[src/rtl/mxbus_pkg.sv]
package mxbus_pkg;

    typedef enum logic [2:0] {
        ST_IDLE,
        ST_ARB,
        ST_ADR_HI,
        ST_ADR_LO,
        ST_XFER
    } mx_state_e;

    // code = {io, write}
    typedef enum logic [1:0] {
        CMD_MEM_RD = 2'd0,
        CMD_MEM_WR = 2'd1,
        CMD_IO_RD  = 2'd2,
        CMD_IO_WR  = 2'd3
    } mx_cmd_e;

    localparam int unsigned NUM_STROBES = 4;

    function automatic mx_cmd_e mk_cmd(input logic io, input logic wr);
        return mx_cmd_e'({io, wr});
    endfunction

    function automatic logic cmd_is_write(input mx_cmd_e c);
        return c[0];
    endfunction

endpackage

[src/rtl/mxbus_wdog.sv]
module mxbus_wdog #(
    parameter int unsigned LIMIT = 255
) (
    input  logic clk,
    input  logic rst_n,
    input  logic run,
    output logic expire
);
    localparam int unsigned CW = $clog2(LIMIT + 1);

    logic [CW-1:0] cnt_d, cnt_q;

    always_comb begin
        expire = run && (cnt_q == CW'(LIMIT - 1));
        if (!run) begin
            cnt_d = '0;
        end else if (expire) begin
            cnt_d = cnt_q;
        end else begin
            cnt_d = cnt_q + CW'(1);
        end
    end

    always_ff @(posedge clk or negedge rst_n) begin
        if (!rst_n) begin
            cnt_q <= '0;
        end else begin
            cnt_q <= cnt_d;
        end
    end

endmodule

[src/rtl/mxbus_seq.sv]
module mxbus_seq
    import mxbus_pkg::*;
#(
    parameter int unsigned ADDR_W = 32,
    parameter int unsigned DATA_W = 16
) (
    input  logic              clk,
    input  logic              rst_n,
    input  logic              req_valid,
    input  logic              req_write,
    input  logic              req_io,
    input  logic [ADDR_W-1:0] req_addr,
    input  logic [DATA_W-1:0] req_wdata,
    input  logic              bus_gnt,
    input  logic              xfer_ack,
    input  logic [DATA_W-1:0] ad_in,
    input  logic              tmo_expire,
    output mx_state_e         state,
    output mx_cmd_e           cmd,
    output logic [ADDR_W-1:0] addr,
    output logic [DATA_W-1:0] wdata,
    output logic              rsp_done,
    output logic              rsp_err,
    output logic [DATA_W-1:0] rsp_rdata
);

    typedef struct packed {
        mx_state_e         st;
        mx_cmd_e           cmd;
        logic [ADDR_W-1:0] addr;
        logic [DATA_W-1:0] wdata;
        logic [DATA_W-1:0] rdata;
        logic              done;
        logic              err;
    } seq_regs_t;

    seq_regs_t r_d, r_q;

    always_comb begin
        r_d      = r_q;
        r_d.done = 1'b0;
        r_d.err  = 1'b0;
        case (r_q.st)
            ST_IDLE: begin
                if (req_valid) begin
                    r_d.st    = ST_ARB;
                    r_d.cmd   = mk_cmd(req_io, req_write);
                    r_d.addr  = req_addr;
                    r_d.wdata = req_wdata;
                end
            end
            ST_ARB: begin
                if (bus_gnt) begin
                    r_d.st = ST_ADR_HI;
                end
            end
            ST_ADR_HI: r_d.st = ST_ADR_LO;
            ST_ADR_LO: r_d.st = ST_XFER;
            ST_XFER: begin
                if (xfer_ack) begin
                    r_d.st   = ST_IDLE;
                    r_d.done = 1'b1;
                    if (!cmd_is_write(r_q.cmd)) begin
                        r_d.rdata = ad_in;
                    end
                end else if (tmo_expire) begin
                    r_d.st   = ST_IDLE;
                    r_d.done = 1'b1;
                    r_d.err  = 1'b1;
                end
            end
            default: r_d.st = ST_IDLE;
        endcase
    end

    always_ff @(posedge clk or negedge rst_n) begin
        if (!rst_n) begin
            r_q.st    <= ST_IDLE;
            r_q.cmd   <= CMD_MEM_RD;
            r_q.addr  <= '0;
            r_q.wdata <= '0;
            r_q.rdata <= '0;
            r_q.done  <= 1'b0;
            r_q.err   <= 1'b0;
        end else begin
            r_q <= r_d;
        end
    end

    assign state     = r_q.st;
    assign cmd       = r_q.cmd;
    assign addr      = r_q.addr;
    assign wdata     = r_q.wdata;
    assign rsp_done  = r_q.done;
    assign rsp_err   = r_q.err;
    assign rsp_rdata = r_q.rdata;

endmodule

[src/rtl/mxbus_drive.sv]
module mxbus_drive
    import mxbus_pkg::*;
#(
    parameter int unsigned ADDR_W = 32,
    parameter int unsigned DATA_W = 16
) (
    input  mx_state_e                state,
    input  mx_cmd_e                  cmd,
    input  logic [ADDR_W-1:0]        addr,
    input  logic [DATA_W-1:0]        wdata,
    output logic                     bus_req,
    output logic                     ad_oe,
    output logic [DATA_W-1:0]        ad_out,
    output logic [NUM_STROBES-1:0]   strobe
);
    localparam int unsigned HI_LSB = ADDR_W - DATA_W;

    logic in_xfer;

    always_comb begin
        in_xfer = (state == ST_XFER);
        bus_req = (state != ST_IDLE);
        ad_oe   = 1'b0;
        ad_out  = '0;
        case (state)
            ST_ADR_HI: begin
                ad_oe  = 1'b1;
                ad_out = addr[ADDR_W-1:HI_LSB];
            end
            ST_ADR_LO: begin
                ad_oe  = 1'b1;
                ad_out = addr[DATA_W-1:0];
            end
            ST_XFER: begin
                ad_oe  = cmd_is_write(cmd);
                ad_out = cmd_is_write(cmd) ? wdata : '0;
            end
            default: begin
                ad_oe  = 1'b0;
                ad_out = '0;
            end
        endcase
    end

    for (genvar k = 0; k < NUM_STROBES; k++) begin : g_strobe
        assign strobe[k] = in_xfer && (cmd == mx_cmd_e'(k));
    end

endmodule

[src/rtl/mxbus_master.sv]
module mxbus_master
    import mxbus_pkg::*;
#(
    parameter int unsigned ADDR_W  = 32,
    parameter int unsigned DATA_W  = 16,
    parameter int unsigned TIMEOUT = 255
) (
    input  logic              clk,
    input  logic              rst_n,
    input  logic              req_valid,
    input  logic              req_write,
    input  logic              req_io,
    input  logic [ADDR_W-1:0] req_addr,
    input  logic [DATA_W-1:0] req_wdata,
    output logic              rsp_done,
    output logic              rsp_err,
    output logic [DATA_W-1:0] rsp_rdata,
    output logic              bus_req,
    input  logic              bus_gnt,
    output logic [DATA_W-1:0] ad_out,
    output logic              ad_oe,
    input  logic [DATA_W-1:0] ad_in,
    output logic              mem_rd,
    output logic              mem_wr,
    output logic              io_rd,
    output logic              io_wr,
    input  logic              xfer_ack
);

    mx_state_e               state;
    mx_cmd_e                 cmd;
    logic [ADDR_W-1:0]       addr;
    logic [DATA_W-1:0]       wdata;
    logic                    tmo_expire;
    logic [NUM_STROBES-1:0]  strobe;

    mxbus_seq #(.ADDR_W(ADDR_W), .DATA_W(DATA_W)) i_seq (
        .clk        (clk),
        .rst_n      (rst_n),
        .req_valid  (req_valid),
        .req_write  (req_write),
        .req_io     (req_io),
        .req_addr   (req_addr),
        .req_wdata  (req_wdata),
        .bus_gnt    (bus_gnt),
        .xfer_ack   (xfer_ack),
        .ad_in      (ad_in),
        .tmo_expire (tmo_expire),
        .state      (state),
        .cmd        (cmd),
        .addr       (addr),
        .wdata      (wdata),
        .rsp_done   (rsp_done),
        .rsp_err    (rsp_err),
        .rsp_rdata  (rsp_rdata)
    );

    mxbus_wdog #(.LIMIT(TIMEOUT)) i_wdog (
        .clk    (clk),
        .rst_n  (rst_n),
        .run    (state == ST_XFER),
        .expire (tmo_expire)
    );

    mxbus_drive #(.ADDR_W(ADDR_W), .DATA_W(DATA_W)) i_drive (
        .state   (state),
        .cmd     (cmd),
        .addr    (addr),
        .wdata   (wdata),
        .bus_req (bus_req),
        .ad_oe   (ad_oe),
        .ad_out  (ad_out),
        .strobe  (strobe)
    );

    assign mem_rd = strobe[CMD_MEM_RD];
    assign mem_wr = strobe[CMD_MEM_WR];
    assign io_rd  = strobe[CMD_IO_RD];
    assign io_wr  = strobe[CMD_IO_WR];

endmodule

[config.mk]
export PLATFORM = sky130hd
export DESIGN_NAME = mxbus_master
export DESIGN_NICKNAME = d
export VERILOG_FILES = /design/src/rtl/mxbus_pkg.sv /design/src/rtl/mxbus_wdog.sv /design/src/rtl/mxbus_seq.sv /design/src/rtl/mxbus_drive.sv /design/src/rtl/mxbus_master.sv
export SDC_FILE = /design/constraint.sdc
export NUM_CORES = 1
export LEC_CHECK = 0
export BUFFER_PORTS_ARGS = -buffer_cell sky130_fd_sc_hd__buf_2
export CAP_MARGIN = 25
export CORE_MARGIN = 5
export CORE_UTILIZATION = 51
export CTS_CLUSTER_SIZE = 25
export DETAILED_ROUTE_END_ITERATION = 10
export PLACE_DENSITY = 0.8
export SLEW_MARGIN = 20
export SYNTH_ARGS = -nofsm -noshare
export SYNTH_HDL_FRONTEND = slang
export SYNTH_SLANG_ARGS = --single-unit
[constraint.sdc]
create_clock -name clk -period 2.5 [get_ports clk]
set_clock_uncertainty 0.2 [all_clocks]
set_input_delay 0.5 -clock clk [delete_from_list [all_inputs] [get_ports clk]]
set_output_delay 0.5 -clock clk [all_outputs]
set_load 0.03 [all_outputs]
# After elaboration in Yosys (flattened, before gate mapping)
# Index checks and enable logic that the tools add are counted.
# Widths: inputs -> output; s select.
# word_totals
ff_bits,79
inputBits,71
output_inout_bits,40
wordCells,48
# classes
add_sub_neg,1
n_eq_ne,12
muxes,14
bitwise,1
reduce_logical,12
# op_table
op,n
$mux 53,1
$pmux 16 s3,1
$mux 16,1
$mux 8,2
$pmux 3 s5,1
$mux 3,3
$add 8x1->8 const B,1
$eq 8x8->1 const B,1
$eq 3x2->1 const B,2
$ne 2x2->1 const B,3
$reduce_and 3->1,2
$logic_and 1x1->1,5
$eq 2x2->1 const B,2
$mux 2,2
$eq 3x1->1 const B,1
$eq 3x3->1 const B,1
$logic_not 3->1,1
$ne 3x3->1 const B,1
$reduce_bool 3->1,1
$eq 2x1->1 const B,1
$logic_not 2->1,1
$mux 1,2
$pmux 1 s2,1
$reduce_and 2->1,1
other kinds (2),2

# Depth between registers and ports, before layout
# logic_depth
ltp_word,5
mapped_depth,7
ltp_nobuf,5

# Cells and area by module
# A second synthesis with hierarchy kept.
# unflattened
hier_cells,250
area_unflattened_um2,3588.4
# by_module_without_submodules
module,instances,cells_per_inst,area_each_um2,seq_area_each_um2
mxbus_seq,1,158,2693.8,1776.7
mxbus_wdog,1,44,449.2,200.2
mxbus_drive,1,47,432.9,0.0
mxbus_master,1,1,12.5,0.0

# Worst setup path before layout
# No wires, ideal clock.
# synth_timing
kind,reg-to-output
startpoint,register i_seq.r_q (netlist bit i_seq.state[1])
endpoint,output port io_rd
arrival_time_ns,1.705
t_required_ns,1.800
path_slack_ns,0.095
stages_incl_launch_ff,4
path_buffers,1
path_cell_list,dfrtp_1 > or3b_1 > buf_2 > nor3b_1
# synth_between
elab_chain_len,2
# synth_rtl
item,line_no,source
"start, declared",mxbus_seq.sv:37,"seq_regs_t r_d, r_q;"
"start signal, assigned",mxbus_seq.sv:86,r_q <= r_d;
$eq 3x3->1,mxbus_drive.sv:21,in_xfer = (state == ST_XFER);
$logic_and 1x1->1,mxbus_drive.sv:46,assign strobe[k] = in_xfer && (cmd == mx_cmd_e'(k));
"end, declared",mxbus_master.sv:25,"output logic io_rd,"
# Every way passes these cells.

# Worst setup path after layout
# layout_timing
startpoint,register i_seq.r_q (netlist bit i_seq.state[1])
endpoint,output port ad_out[4]
# layout_between
elab_chain_len,2
elab_cells_between_ends,4
classes_between,3 x eq/ne; 1 x mux
# layout_rtl
item,line_no,source
$eq 3x3->1 / $eq 3x2->1 (equally long branches),mxbus_drive.sv:25,case (state)
$pmux 16 s3 *,mxbus_drive.sv:25,
"end, declared",mxbus_master.sv:20,"output logic [DATA_W-1:0] ad_out,"
# Mark *: on every way between the ends. The rest lies on a longest branch, timed or not.

==> metrics.csv <==
stage;metric;value;unit
layout;fin nets;446;
clock_network;Skew-Pair Late Insertion Delay;340;ps
synth;register area share after synthesis;55.1;%
global_routing;largest net degree at the start of global routing;51;
synth;Mean Syn Cell Area;14.0;µm²
clock_network;clock sink count;79;
clock_network;Root Driver;clkbuf_8;
pwr;clock share of power;20.9;%
layout;commonest non-fill, non-tap cell in the layout;buf_2;
synth;post-synthesis sequential element count;79;
global_routing;M3 GR Usage;5.05;%
sta;setup ws final;-5.33;ps
synth;Post-synth top flop;dfrtp_1;
clock_network;Bufs on Longest Clock Path;2;
run;max_cap viols;0;
drt;Residual DRC;0;
drt;routed wire length;8.25;mm
pwr;Seq pwr share;37.5;%
synth;area leader, netlist;dfrtp_1;
synth;Cell variety after synth;43;
synth;Synthesized Nets;330;
layout;layout cells sized above 1;55.0;%
floorplanning;Die W;93.9;µm
pwr;switching power total;2.07;mW
sta;Final setup viols;1;
synth;fraction of registers with async set/reset;100;%
run_status;run status;finished with violations;
global_routing;Top Usage Layer GRT;met2;
placed_design;Placed Area;0.00421;mm²
clock_network;CTS tree;yes;
layout;most frequent cells in the layout;buf_2, dfrtp_1, mux2_2;
drt;DR vias;2545;
setup_path;Setup crit start kind;flop;
setup_path;crit path DAT;1810;ps
setup_path;crit path kind;reg -> out;
synth;area share of the largest cell type after synthesis;55.1;%
sta;worst slew pin tran;607;ps
placed_design;pre-CTS WS;151;ps
floorplanning;die area;0.00881;mm²
floorplanning;Die Height;93.9;µm
floorplanning;initial core utilization;52.5;%
pwr;Power Density;1260;mW/mm²
drt;DRT iter0 DRCs;109;
global_routing;first-pass GRT wire length;13.3;mm
pwr;Switching Share;35.1;%
layout;Syn-to-layout area delta;30.0;%
setup_path;CP Capture Type;output port;
drt;iteration count of the initial detailed-routing pass;4;
synth;Synth Cell Area;0.00359;mm²
global_routing;antenna violations before repair;0;
synth;number of flops mapped to enable cells by yosys;0;
floorplanning;I/O pin count;111;
setup_path;critical path peak fanout;6;
layout;final non-filler cell area;0.00466;mm²
sta;final slew viol count;0;
sta;part of the cycle the worst path needs;100;%
sta;RSZ-0062 raised after global routing;true;
floorplanning;Cell Rows;30;
clock_network;CTS H-tree lvls;3;
run_status;failing checks;setup timing;
sta;Max Freq;0.399;GHz
global_routing;number of global-route vias before repair;2715;
drt;drt wl/cell;17.4;µm
global_routing;total track usage;19.4;%
placed_design;routability congestion estimate;0.769;
sta;min Tclk post-route;2510;ps
drt;Routed Antenna Nets;0;
setup_path;WP data required;1800;ps
global_routing;GRT overflow;0;
synth;Synth Instances;257;
pwr;Max VDD drop;0.810;mV
placed_design;buffers added on ports;110;
sta;Final Hold Viols;0;
pwr;Int Power;3.82;mW
synth;yosys warns;0;
pwr;Lkg Pwr;2.30;nW
clock_network;Worst-path clk slew;90;ps
layout;Ant. Diodes;0;
global_routing;met2 usage;32.4;%
floorplanning;CORE AREA;0.00683;mm²
clock_network;Num CTS Buffers;9;
pwr;power share of the combinational group;41.6;%
placed_design;Post-DP HPWL;5.69;mm
hold_path;type of the most critical hold path;in -> reg;
drt;Vias per Instance;5.37;
global_routing;met1 global-route usage;24.0;%
sta;Slew HR;59.5;%
synth;main area contributors after synthesis;dfrtp_1, mux2_2, a221o_1, mux2_4, and3_1;
-- final cells by class --
class | count | area, µm²
clock inverter | 5 | 129
tap | 96 | 120
timing repair buffer | 123 | 801
sequential | 79 | 1980
inverter | 4 | 15.0
clock buffer | 11 | 131
multi-input combinational | 156 | 1490
fill | 499 | 2170
-- flip-flops by register name (all words and copies together) (netlist names) --
name	cells
i_seq.rsp_err	1
i_seq.wdata	16
i_seq.rsp_rdata	16
i_seq.addr	32
i_wdog.cnt_q	8
i_seq.rsp_done	1
i_seq.state	3
i_seq.cmd	2
-- power by group through the flow --
stage | sequential, mW | clock (mW) | combinational (mW)
after detailed placement | 2.22 | 0 | 2.22
after global routing | 2.30 | 1.31 | 2.61
after floorplan | 2.33 | 0 | 1.51
after global placement | 2.17 | 0 | 2.16
final | 2.21 | 1.23 | 2.45
after CTS | 2.20 | 1.25 | 2.34
-- cells in the mapped netlist (all sizes together) (4+ instances only) --
library cell,n
a21oi,4
dfrtp,79
clkbuf,5
inv,4
a221o,16
nand2,9
mux2,66
and3,19
buf,13
-- what timing repair did --
| action | 4_1_cts | 5_1_grt |
|---|---|---|
| endpoints found under the hold margin | 36 | 0 |
| resized for setup | 21 | 35 |
| gates cloned | 0 | 1 |
| setup buffers | 3 | 1 |
| endpoints found under the setup margin | 17 | 20 |
| hold buffers | 1 | 0 |
| pin swaps | 0 | 3 |
-- logic make-up after synthesis --
| group | synth area share, % |
|---|---|
| buffers and inverters | 4.29 |
| adder cells (fa/ha/maj) | 0.697 |
| multiplexers | 22.3 |
| AND/OR/NAND/NOR | 9.73 |
| AO/OA/AOI/OAI | 7.85 |
| flip-flops | 55.1 |
-- per-layer routing --
layer  up-vias  share of wire, %
met2        75                52
met5         -                 0
met4         0               1.4
met1      1272                41
met3         9               5.8
li1       1189                 -
-- final timing paths --
check / slack [ps] / from / depth (start not counted) / end
min in group asynchronous: 450 / rst_n / 2 / i_seq.addr[25]
max in group asynchronous: 1040 / rst_n / 3 / i_seq.wdata[0]
worst min register to register: 290 / i_seq.addr[24] / 1 / i_seq.addr[24]
worst max register to register: 300 / i_seq.state[1] / 6 / i_seq.addr[18]
worst min-delay path: 170 / req_addr[25] / 2 / i_seq.addr[25]
worst max-delay path: -5 / i_seq.state[1] / 6 / ad_out[4]
-- critical path: stages, from the launching register on --
cell and delay [ps]:
dfrtp_2 440, buf_6 130, nor3b_4 260, buf_6 170, and3_1 170, a221o_1 150
buf_6 140
-- stage by stage --
stage | setup TNS, ps | cells | hold WS, ps | util (%) | power, mW
after floorplan | 0 | 257 | 4.41 | - | 3.84
after global placement | 0 | 452 | 269 | 61.6 | 4.33
after detailed placement | 0 | 452 | 278 | 61.6 | 4.44
after CTS | -29.7 | 472 | 152 | 66.7 | 5.79
after global routing | -1310 | 474 | 152 | 68.3 | 6.21
final | -5.33 | 474 | 166 | 68.3 | 5.90
(Power assumes the default switching activity.)
